<file path="src/rtl/mmu_pkg.sv">
package mmu_pkg;
    localparam int VA_W    = 16;
    localparam int OFS_W   = 12;
    localparam int BSEL_W  = VA_W - OFS_W;
    localparam int NBANK   = 1 << BSEL_W;
    localparam int DW      = 16;
    localparam int PB_W    = 8;
    localparam int IDX_W   = $clog2(2 * NBANK);

    localparam int ROM_BIT = 15;
    localparam int SUP_BIT = 14;
    localparam int NWR_BIT = 13;
    localparam int NEX_BIT = 12;

    typedef enum logic [1:0] {
        ACC_RD = 2'b00,
        ACC_WR = 2'b01,
        ACC_FX = 2'b10
    } acc_e;

    typedef struct packed {
        logic rom;
        logic sup_only;
        logic no_wr;
        logic no_ex;
    } attr_t;

    typedef struct packed {
        logic [PB_W-1:0] pbank;
        logic            rom;
        logic            fault;
    } xlate_t;

    function automatic attr_t unpack_attr(input logic [DW-1:0] w);
        attr_t a;
        a.rom      = w[ROM_BIT];
        a.sup_only = w[SUP_BIT];
        a.no_wr    = w[NWR_BIT];
        a.no_ex    = w[NEX_BIT];
        return a;
    endfunction

    function automatic logic attr_violation(input attr_t a, input acc_e k, input logic sup);
        logic v;
        v = 1'b0;
        if (a.sup_only && !sup) v = 1'b1;
        if (a.no_wr && k == ACC_WR) v = 1'b1;
        if (a.no_ex && k == ACC_FX) v = 1'b1;
        return v;
    endfunction
endpackage

</file>
<file path="src/rtl/mmu_desc_table.sv">
module mmu_desc_table
    import mmu_pkg::*;
#(
    parameter int NB  = NBANK,
    parameter int W   = DW,
    parameter int IW  = IDX_W
)(
    input  logic          clk,
    input  logic          rst,
    input  logic          sup,
    input  logic          we,
    input  logic [IW-1:0] idx,
    input  logic [W-1:0]  wdata,
    output logic [W-1:0]  rdata,
    output logic          priv_strobe,
    output logic [W-1:0]  map_word [NB],
    output logic [W-1:0]  attr_word [NB]
);
    localparam logic [W-1:0] BOOT_ATTR0 = W'(1) << ROM_BIT;

    for (genvar b = 0; b < NB; b++) begin : g_bank
        localparam logic [IW-1:0] IDX_MAP  = IW'(2 * b);
        localparam logic [IW-1:0] IDX_ATTR = IW'(2 * b + 1);
        localparam logic [W-1:0]  RST_MAP  = W'(b);
        localparam logic [W-1:0]  RST_ATTR = (b == 0) ? BOOT_ATTR0 : '0;

        always_ff @(posedge clk) begin
            if (rst) begin
                map_word[b]  <= RST_MAP;
                attr_word[b] <= RST_ATTR;
            end else if (we && sup) begin
                if (idx == IDX_MAP)  map_word[b]  <= wdata;
                if (idx == IDX_ATTR) attr_word[b] <= wdata;
            end
        end
    end

    logic [W-1:0] sel_word;
    always_comb begin
        if (idx[0]) sel_word = attr_word[idx[IW-1:1]];
        else        sel_word = map_word[idx[IW-1:1]];
        rdata = sup ? sel_word : '0;
    end

    always_ff @(posedge clk) begin
        if (rst) priv_strobe <= 1'b0;
        else     priv_strobe <= we && !sup;
    end
endmodule

</file>
<file path="src/rtl/mmu_xlate_path.sv">
module mmu_xlate_path
    import mmu_pkg::*;
#(
    parameter int NB = NBANK,
    parameter int W  = DW
)(
    input  logic [VA_W-1:0] va,
    input  acc_e            kind,
    input  logic            sup,
    input  logic            paging_on,
    input  logic            force_b0,
    input  logic            irq_ram,
    input  logic [W-1:0]    map_word [NB],
    input  logic [W-1:0]    attr_word [NB],
    output xlate_t          res
);
    logic [BSEL_W-1:0] vbank;
    attr_t             attr;
    logic              forced;

    always_comb begin
        vbank  = va[VA_W-1:OFS_W];
        attr   = unpack_attr(attr_word[vbank]);
        forced = force_b0 && (vbank == '0);

        if (!paging_on) begin
            res.pbank = PB_W'(vbank);
            res.rom   = 1'b0;
            res.fault = 1'b0;
        end else if (forced) begin
            res.pbank = '0;
            res.rom   = !irq_ram;
            res.fault = 1'b0;
        end else begin
            res.pbank = map_word[vbank][PB_W-1:0];
            res.rom   = attr.rom;
            res.fault = attr_violation(attr, kind, sup);
        end
    end
endmodule

</file>
<file path="src/rtl/mmu_bank_xlate.sv">
module mmu_bank_xlate
    import mmu_pkg::*;
(
    input  logic              clk,
    input  logic              rst,
    input  logic [VA_W-1:0]   va,
    input  logic [1:0]        acc,
    input  logic              sup_mode,
    input  logic              paging_on,
    input  logic              force_b0,
    input  logic              irq_ram,
    input  logic [IDX_W-1:0]  dsc_idx,
    input  logic              dsc_we,
    input  logic [DW-1:0]     dsc_wdata,
    output logic [DW-1:0]     dsc_rdata,
    output logic [PB_W-1:0]   pbank,
    output logic              rom_sel,
    output logic [OFS_W-1:0]  offset,
    output logic              fault,
    output logic              priv_fault
);
    logic [DW-1:0] map_word  [NBANK];
    logic [DW-1:0] attr_word [NBANK];
    xlate_t        res;
    acc_e          kind;

    assign kind = acc_e'(acc);

    mmu_desc_table #(.NB(NBANK), .W(DW), .IW(IDX_W)) u_tbl (
        .clk         (clk),
        .rst         (rst),
        .sup         (sup_mode),
        .we          (dsc_we),
        .idx         (dsc_idx),
        .wdata       (dsc_wdata),
        .rdata       (dsc_rdata),
        .priv_strobe (priv_fault),
        .map_word    (map_word),
        .attr_word   (attr_word)
    );

    mmu_xlate_path #(.NB(NBANK), .W(DW)) u_path (
        .va        (va),
        .kind      (kind),
        .sup       (sup_mode),
        .paging_on (paging_on),
        .force_b0  (force_b0),
        .irq_ram   (irq_ram),
        .map_word  (map_word),
        .attr_word (attr_word),
        .res       (res)
    );

    assign pbank   = res.pbank;
    assign rom_sel = res.rom;
    assign fault   = res.fault;
    assign offset  = va[OFS_W-1:0];
endmodule

</file>
<file path="config.mk">
export PLATFORM = sky130hd
export DESIGN_NAME = mmu_bank_xlate
export DESIGN_NICKNAME = d
export VERILOG_FILES = /design/src/rtl/mmu_pkg.sv /design/src/rtl/mmu_desc_table.sv /design/src/rtl/mmu_xlate_path.sv /design/src/rtl/mmu_bank_xlate.sv
export SDC_FILE = /design/constraint.sdc
export NUM_CORES = 1
export LEC_CHECK = 0
export ABC_CLOCK_PERIOD_IN_PS = 2660
export BUFFER_PORTS_ARGS = -buffer_cell sky130_fd_sc_hd__buf_2
export CAP_MARGIN = 25
export CORE_MARGIN = 2
export CORE_UTILIZATION = 30
export CTS_CLUSTER_SIZE = 25
export DETAILED_ROUTE_END_ITERATION = 10
export GPL_TIMING_DRIVEN = 0
export SLEW_MARGIN = 20
export SYNTH_ARGS = -nofsm -noshare
export SYNTH_HDL_FRONTEND = slang
export SYNTH_SLANG_ARGS = --single-unit
</file>
<file path="constraint.sdc">
create_clock -name clk -period 2.66 [get_ports clk]
set_input_delay 0.532 -clock clk [delete_from_list [all_inputs] [get_ports clk]]
set_output_delay 0.532 -clock clk [all_outputs]
set_load 0.1 [all_outputs]
</file>
# Yosys cells after proc, flatten, opt, wreduce, memory -nomap -nowiden
# Index checks and enable logic that the tools add are counted.
# totals
reg_bits	513
inputBits	46
# classes
reduce_logical	42
bitwise	2
n_lt_le_gt_ge	2
muxes	19
eq_ne	33
# op_table
cell	count
binary-select mux 16 bit (select 4 bit)	4
2-to-1 mux 16 bit	8
== test 5 bit (second input constant)	16
AND reduction 2 bit	32
== test 5 x 4 -> 1 bit (second input constant)	8
== test 5 x 3 -> 1 bit (second input constant)	4
2-to-1 mux 10 bit	2
2-to-1 mux 8 bit	2
== test 5 x 2 -> 1 bit (second input constant)	2
greater-or-equal comparator 5 bit (second input constant)	2
inverter 4 -> 5 bit	2
logical AND 1 bit	6
== test 5 x 1 -> 1 bit (second input constant)	1
logical NOT 5 bit	1
logical NOT 4 bit	1
2-to-1 mux 1 bit	3
== test 2 x 1 -> 1 bit (second input constant)	1
== test 2 bit (second input constant)	1
logical NOT 1 bit	2

# Logic depth before layout (Yosys ltp)
# depth
depth_word	10
mapped_depth	8

# Cells and area by module
# From an unflattened synthesis, not the netlist that was laid out.
# unflattened
cells_unflattened	2805
area_unflattened_um2	24898.9
# by_module_without_submodules
module	area_per_inst_um2	cells_per_inst	instances
mmu_desc_table	23078.4	2654	1
mmu_xlate_path	1730.4	139	1
mmu_bank_xlate	90.1	12	1

# Worst setup path before layout
# OpenSTA, ideal clock, no wires.
# synth_path
path_type	input to output
startpoint	input port va[12]
endpoint	output port rom_sel
arrival_ns	3.651
stages	7
slack_ns	-1.523
n_path_buf	3
path_cell_list	buf_4 > buf_4 > nor3_1 > nand3_1 > clkbuf_1 > o21ai_0 > a211oi_1
# synth_via
elab_chain_cells	6
elab_cells_between_ends	8
cone_classes	5 x mux; 1 x bitwise; 2 x reduce/logical
# synth_lines
item	line_no	text
start: declaration	mmu_bank_xlate.sv:6	input logic [VA_W-1:0] va,
inverter 4 -> 5 bit (implied by the code)	mmu_xlate_path.sv:23	attr = unpack_attr(attr_word[vbank]);
binary-select mux 16 bit (select 4 bit)	mmu_xlate_path.sv:23	
2-to-1 mux 16 bit (implied by the code) (2 in series)	mmu_xlate_path.sv:23	
2-to-1 mux 10 bit *	mmu_xlate_path.sv:30	end else if (forced) begin
2-to-1 mux 10 bit *	mmu_xlate_path.sv:26	if (!paging_on) begin
end: declaration	mmu_bank_xlate.sv:17	output logic rom_sel,
# Every way passes the cells marked *; elsewhere a longest branch is shown, timed or not. The select of a mux whose other input is x is not followed.

# Worst setup path in the final report
# layout_path
startpoint	register u_tbl.attr_word[157] (netlist name)
endpoint	output port fault
# layout_via
elab_chain_cells	8
# layout_lines
item	line_no	text
start: declaration	mmu_desc_table.sv:17	output logic [W-1:0] attr_word [NB]
start signal: indexed assignment	mmu_desc_table.sv:33	if (idx == IDX_ATTR) attr_word[b] <= wdata;
binary-select mux 16 bit (select 4 bit)	mmu_xlate_path.sv:23	
2-to-1 mux 16 bit (implied by the code) (2 in series)	mmu_xlate_path.sv:23	
logical AND 1 bit	mmu_pkg.sv:47	if (a.no_wr && k == ACC_WR) v = 1'b1;
2-to-1 mux 1 bit	mmu_pkg.sv:47	
2-to-1 mux 1 bit	mmu_pkg.sv:48	if (a.no_ex && k == ACC_FX) v = 1'b1;
2-to-1 mux 10 bit	mmu_xlate_path.sv:30	
2-to-1 mux 10 bit	mmu_xlate_path.sv:26	
end: declaration	mmu_bank_xlate.sv:19	output logic fault,
# No other way between the ends. The select of a mux whose other input is x is not followed.

==> key figures <==
Clock network
  – CTS Sinks: 513
  – CTS root buffer: clkbuf_16
  – Cts bufs inserted: 55
  – Clk_lat worst skew: 0.63 ns
  – Buffer depth of the longest clock path: 3
  – Clock slew seen by the registers of the worst setup and hold paths: 0.06 ns
  – CTS tree: yes
  – H-tree Lvls: 2

Critical path
  – CP Class: flip-flop to output pin
  – Crit Path Max Fanout: 2
  – WP data required: 2.13 ns
  – Critical path's top delay family: multiplexers
  – Most common cell type on the critical path: mux4_2
  – Worst path slowest cell: mux4_2
  – Critical Path Max Stage Delay: 0.56 ns
  – Crit path DAT: 2.52 ns
  – CP Capture Type: output pin
  – Buffers plus inverters on the worst setup path: 1
  – Cell chain of the critical path: mux4_2 > mux4_2 > nand3b_1 > a31oi_4 > buf_12
  – Element type at the critical path start: flip-flop

Logic synthesis
  – Async S/R FF share, synth: 0%
  – Cell accounting for the most synthesized area: dfxtp_1
  – Mapped Cells: 2247
  – Top cells by area, synth: dfxtp_1, mux2i_1, mux4_2, nor2_1, nand2_1
  – Syn Nets: 2293
  – Synth Register Bits: 513
  – Register area share after synthesis: 41.7%
  – Synth cell types: 46
  – Avg Inst Size Synth: 10.9 um^2
  – Mapped cell area: 0.0246 mm^2
  – Ys Warns: 0
  – Post-synth EDFFs: 0
  – Top FF cell, synth: dfxtp_1
  – Share of the synthesized area in the top cell type: 41.7%

Drt
  – Final ANT Viol Nets: 0
  – First DRT Iteration DRCs: 2279
  – Routed Wire Length: 92.9 mm
  – Number of remaining DRC errors: 0
  – DR vias/cell: 5.45
  – Vias: 19.4k
  – DR pass1 iterations: 6
  – WL per Instance: 26.1 um

GRT
  – Largest net degree at the start of global routing: 15
  – First-pass GRT wire length: 133 mm
  – Total Routing Usage GR: 21.5%
  – Vias in the first global route: 18.6k
  – Total gr overflow: 0
  – Initial antenna violation count: 1

Min path
  – Hold WC Path Type: input port to flip-flop

Timing
  – Fin worst setup slack: -0.392 ns
  – Worst Tran Pin Value: 1.06 ns
  – Fin crit share: 115%
  – RSZ-0062 raised after global routing: true
  – Max_slew headroom: 29.5%
  – Final Hold Vio Count: 0
  – # setup viols final: 26
  – Clock Skew: 0 ns
  – Pins Over Slew Limit: 0
  – Setup TNS: -5.33 ns
  – Minimum clock period: 3.05 ns
  – Fmax: 0.328 GHz

Finish
  – Multi-input gate area: 0.0136 mm^2
  – Commonest non-fill, non-tap cell in the layout: dfxtp_1
  – Fin nets: 2496
  – Share of cells above drive strength 1: 28.1%
  – Highest-count cells in the layout ignoring fill and taps: dfxtp_1, mux2i_1, nor2_1, mux4_2, nand2_1
  – Ant. Diodes: 0
  – Fillers: 7994
  – Syn-to-layout area delta: 24.1%
  – Register area: 0.0103 mm^2

Power
  – Total Power: 17500 uW
  – Lkg Pwr: 0.0113 uW
  – Power per cell area: 575 mW/mm^2
  – Peak VDD IR: 530 uV

Placement
  – GPL Wtd Cong: 0.950
  – Detailed placement HPWL: 65.5 mm
  – I/O Buffers: 68
  – DP Worst Slack: -1.15 ns

Die
  – Initial core utilization: 30.2%
  – Num rows: 105
  – Die Width: 290 um
  – CORE AREA: 0.0816 mm^2
  – Die height: 290 um
  – Die ar.: 0.0843 mm^2
  – # IOs: 85

Run
  – Max_cap viols: 0

Status
  – Violated checks: negative setup slack
  – Status: finished, violations left
-- per-layer routing --
metal	vias up	track usage, %	wire length (um)
met4	2	11.0	4900
met2	1076	32.9	40700
met5	-	0	7
met1	9728	29.2	38800
met3	228	3.58	8470
li1	8396	-	-
-- report_power, final --
| group | internal, uW | leakage, uW | total, uW | switching, uW |
|---|---|---|---|---|
| registers | 7720 | 0.00414 | 7740 | 21.0 |
| logic | 702 | 0.00626 | 2030 | 1330 |
| clock network | 4450 | 0.000864 | 7780 | 3330 |
| total | 12900 | 0.0113 | 17500 | 4670 |
-- cell type report --
type                            instances  share of cell area, %
Multi-Input combinational cell       1494                   44.5
Sequential cell                       513                   33.7
Buffer                                230                   5.88
Timing Repair Buffer                  147                   5.51
Clock buffer                           90                   5.34
Tap cell                             1070                   4.39
Clock inverter                         11                  0.484
Inverter                                9                  0.123
-- state kept, by name, summed over array words and instances (netlist names) --
register	count
u_tbl.attr_word	256
u_tbl.map_word	256
u_tbl.priv_strobe	1
-- cells by family (layout without fill, tap and decap cells) --
group	Yosys count	in the layout	synth area share, %
AND/OR/NAND/NOR	692	692	12.9
multiplexers	664	664	36.4
flip-flops	513	513	41.7
buffers and inverters	240	487	5.37
AO/OA/AOI/OAI	138	138	3.55
-- timing repair --
item / CTS / global route
hold buffers: 0 / 0
buffers inserted: 57 / 19
gates cloned: 5 / 1
endpoints found under the setup margin: 26 / 26
pin swaps: 25 / 16
gates resized for setup: 370 / 42
-- cells in the mapped netlist, types with 2 or more instances --
master	count
o21ai_0	4
clkbuf_2	2
buf_1	4
o21ai_1	2
nor3_2	4
nor3b_1	3
mux2_2	5
mux4_1	6
and2_1	2
nand3_1	4
a22oi_1	32
nand3b_1	14
buf_2	66
nand3_2	6
mux2i_1	476
a21oi_1	72
nor3_4	20
nor2b_1	21
buf_4	27
and3_1	20
nand2b_1	2
or3_1	4
nand2_1	161
a32o_1	2
inv_1	9
nor2_1	420
mux4_2	177
dfxtp_1	513
clkbuf_1	101
buf_6	31
a211o_1	22
-- through the flow --
stage	util, %	instances	instance area, um^2	hold slack (ns)
final	37.4	3564	30500	0.183
after global routing	37.4	3564	30500	0.204
after CTS	37.1	3548	30300	0.171
after detailed placement	32.4	3386	26400	0.448
after global placement	32.4	3385	26400	0.441
after floorplan	-	2247	24700	0.433
-- worst paths after layout --
check	from	end	slack, ns	depth (start not counted)
setup / recovery	u_tbl.attr_word[157]$_SDFFE_PP0P_	fault	-0.39	5
hold / removal	dsc_wdata[1]	u_tbl.map_word[193]$_SDFFE_PP1P_	0.18	2
setup reg to reg	u_tbl.map_word[178]$_SDFFE_PP1P_	u_tbl.map_word[178]$_SDFFE_PP1P_	1.79	2
hold reg to reg	u_tbl.map_word[28]$_SDFFE_PP0P_	u_tbl.map_word[28]$_SDFFE_PP0P_	0.45	2
(Power assumes the default switching activity.)
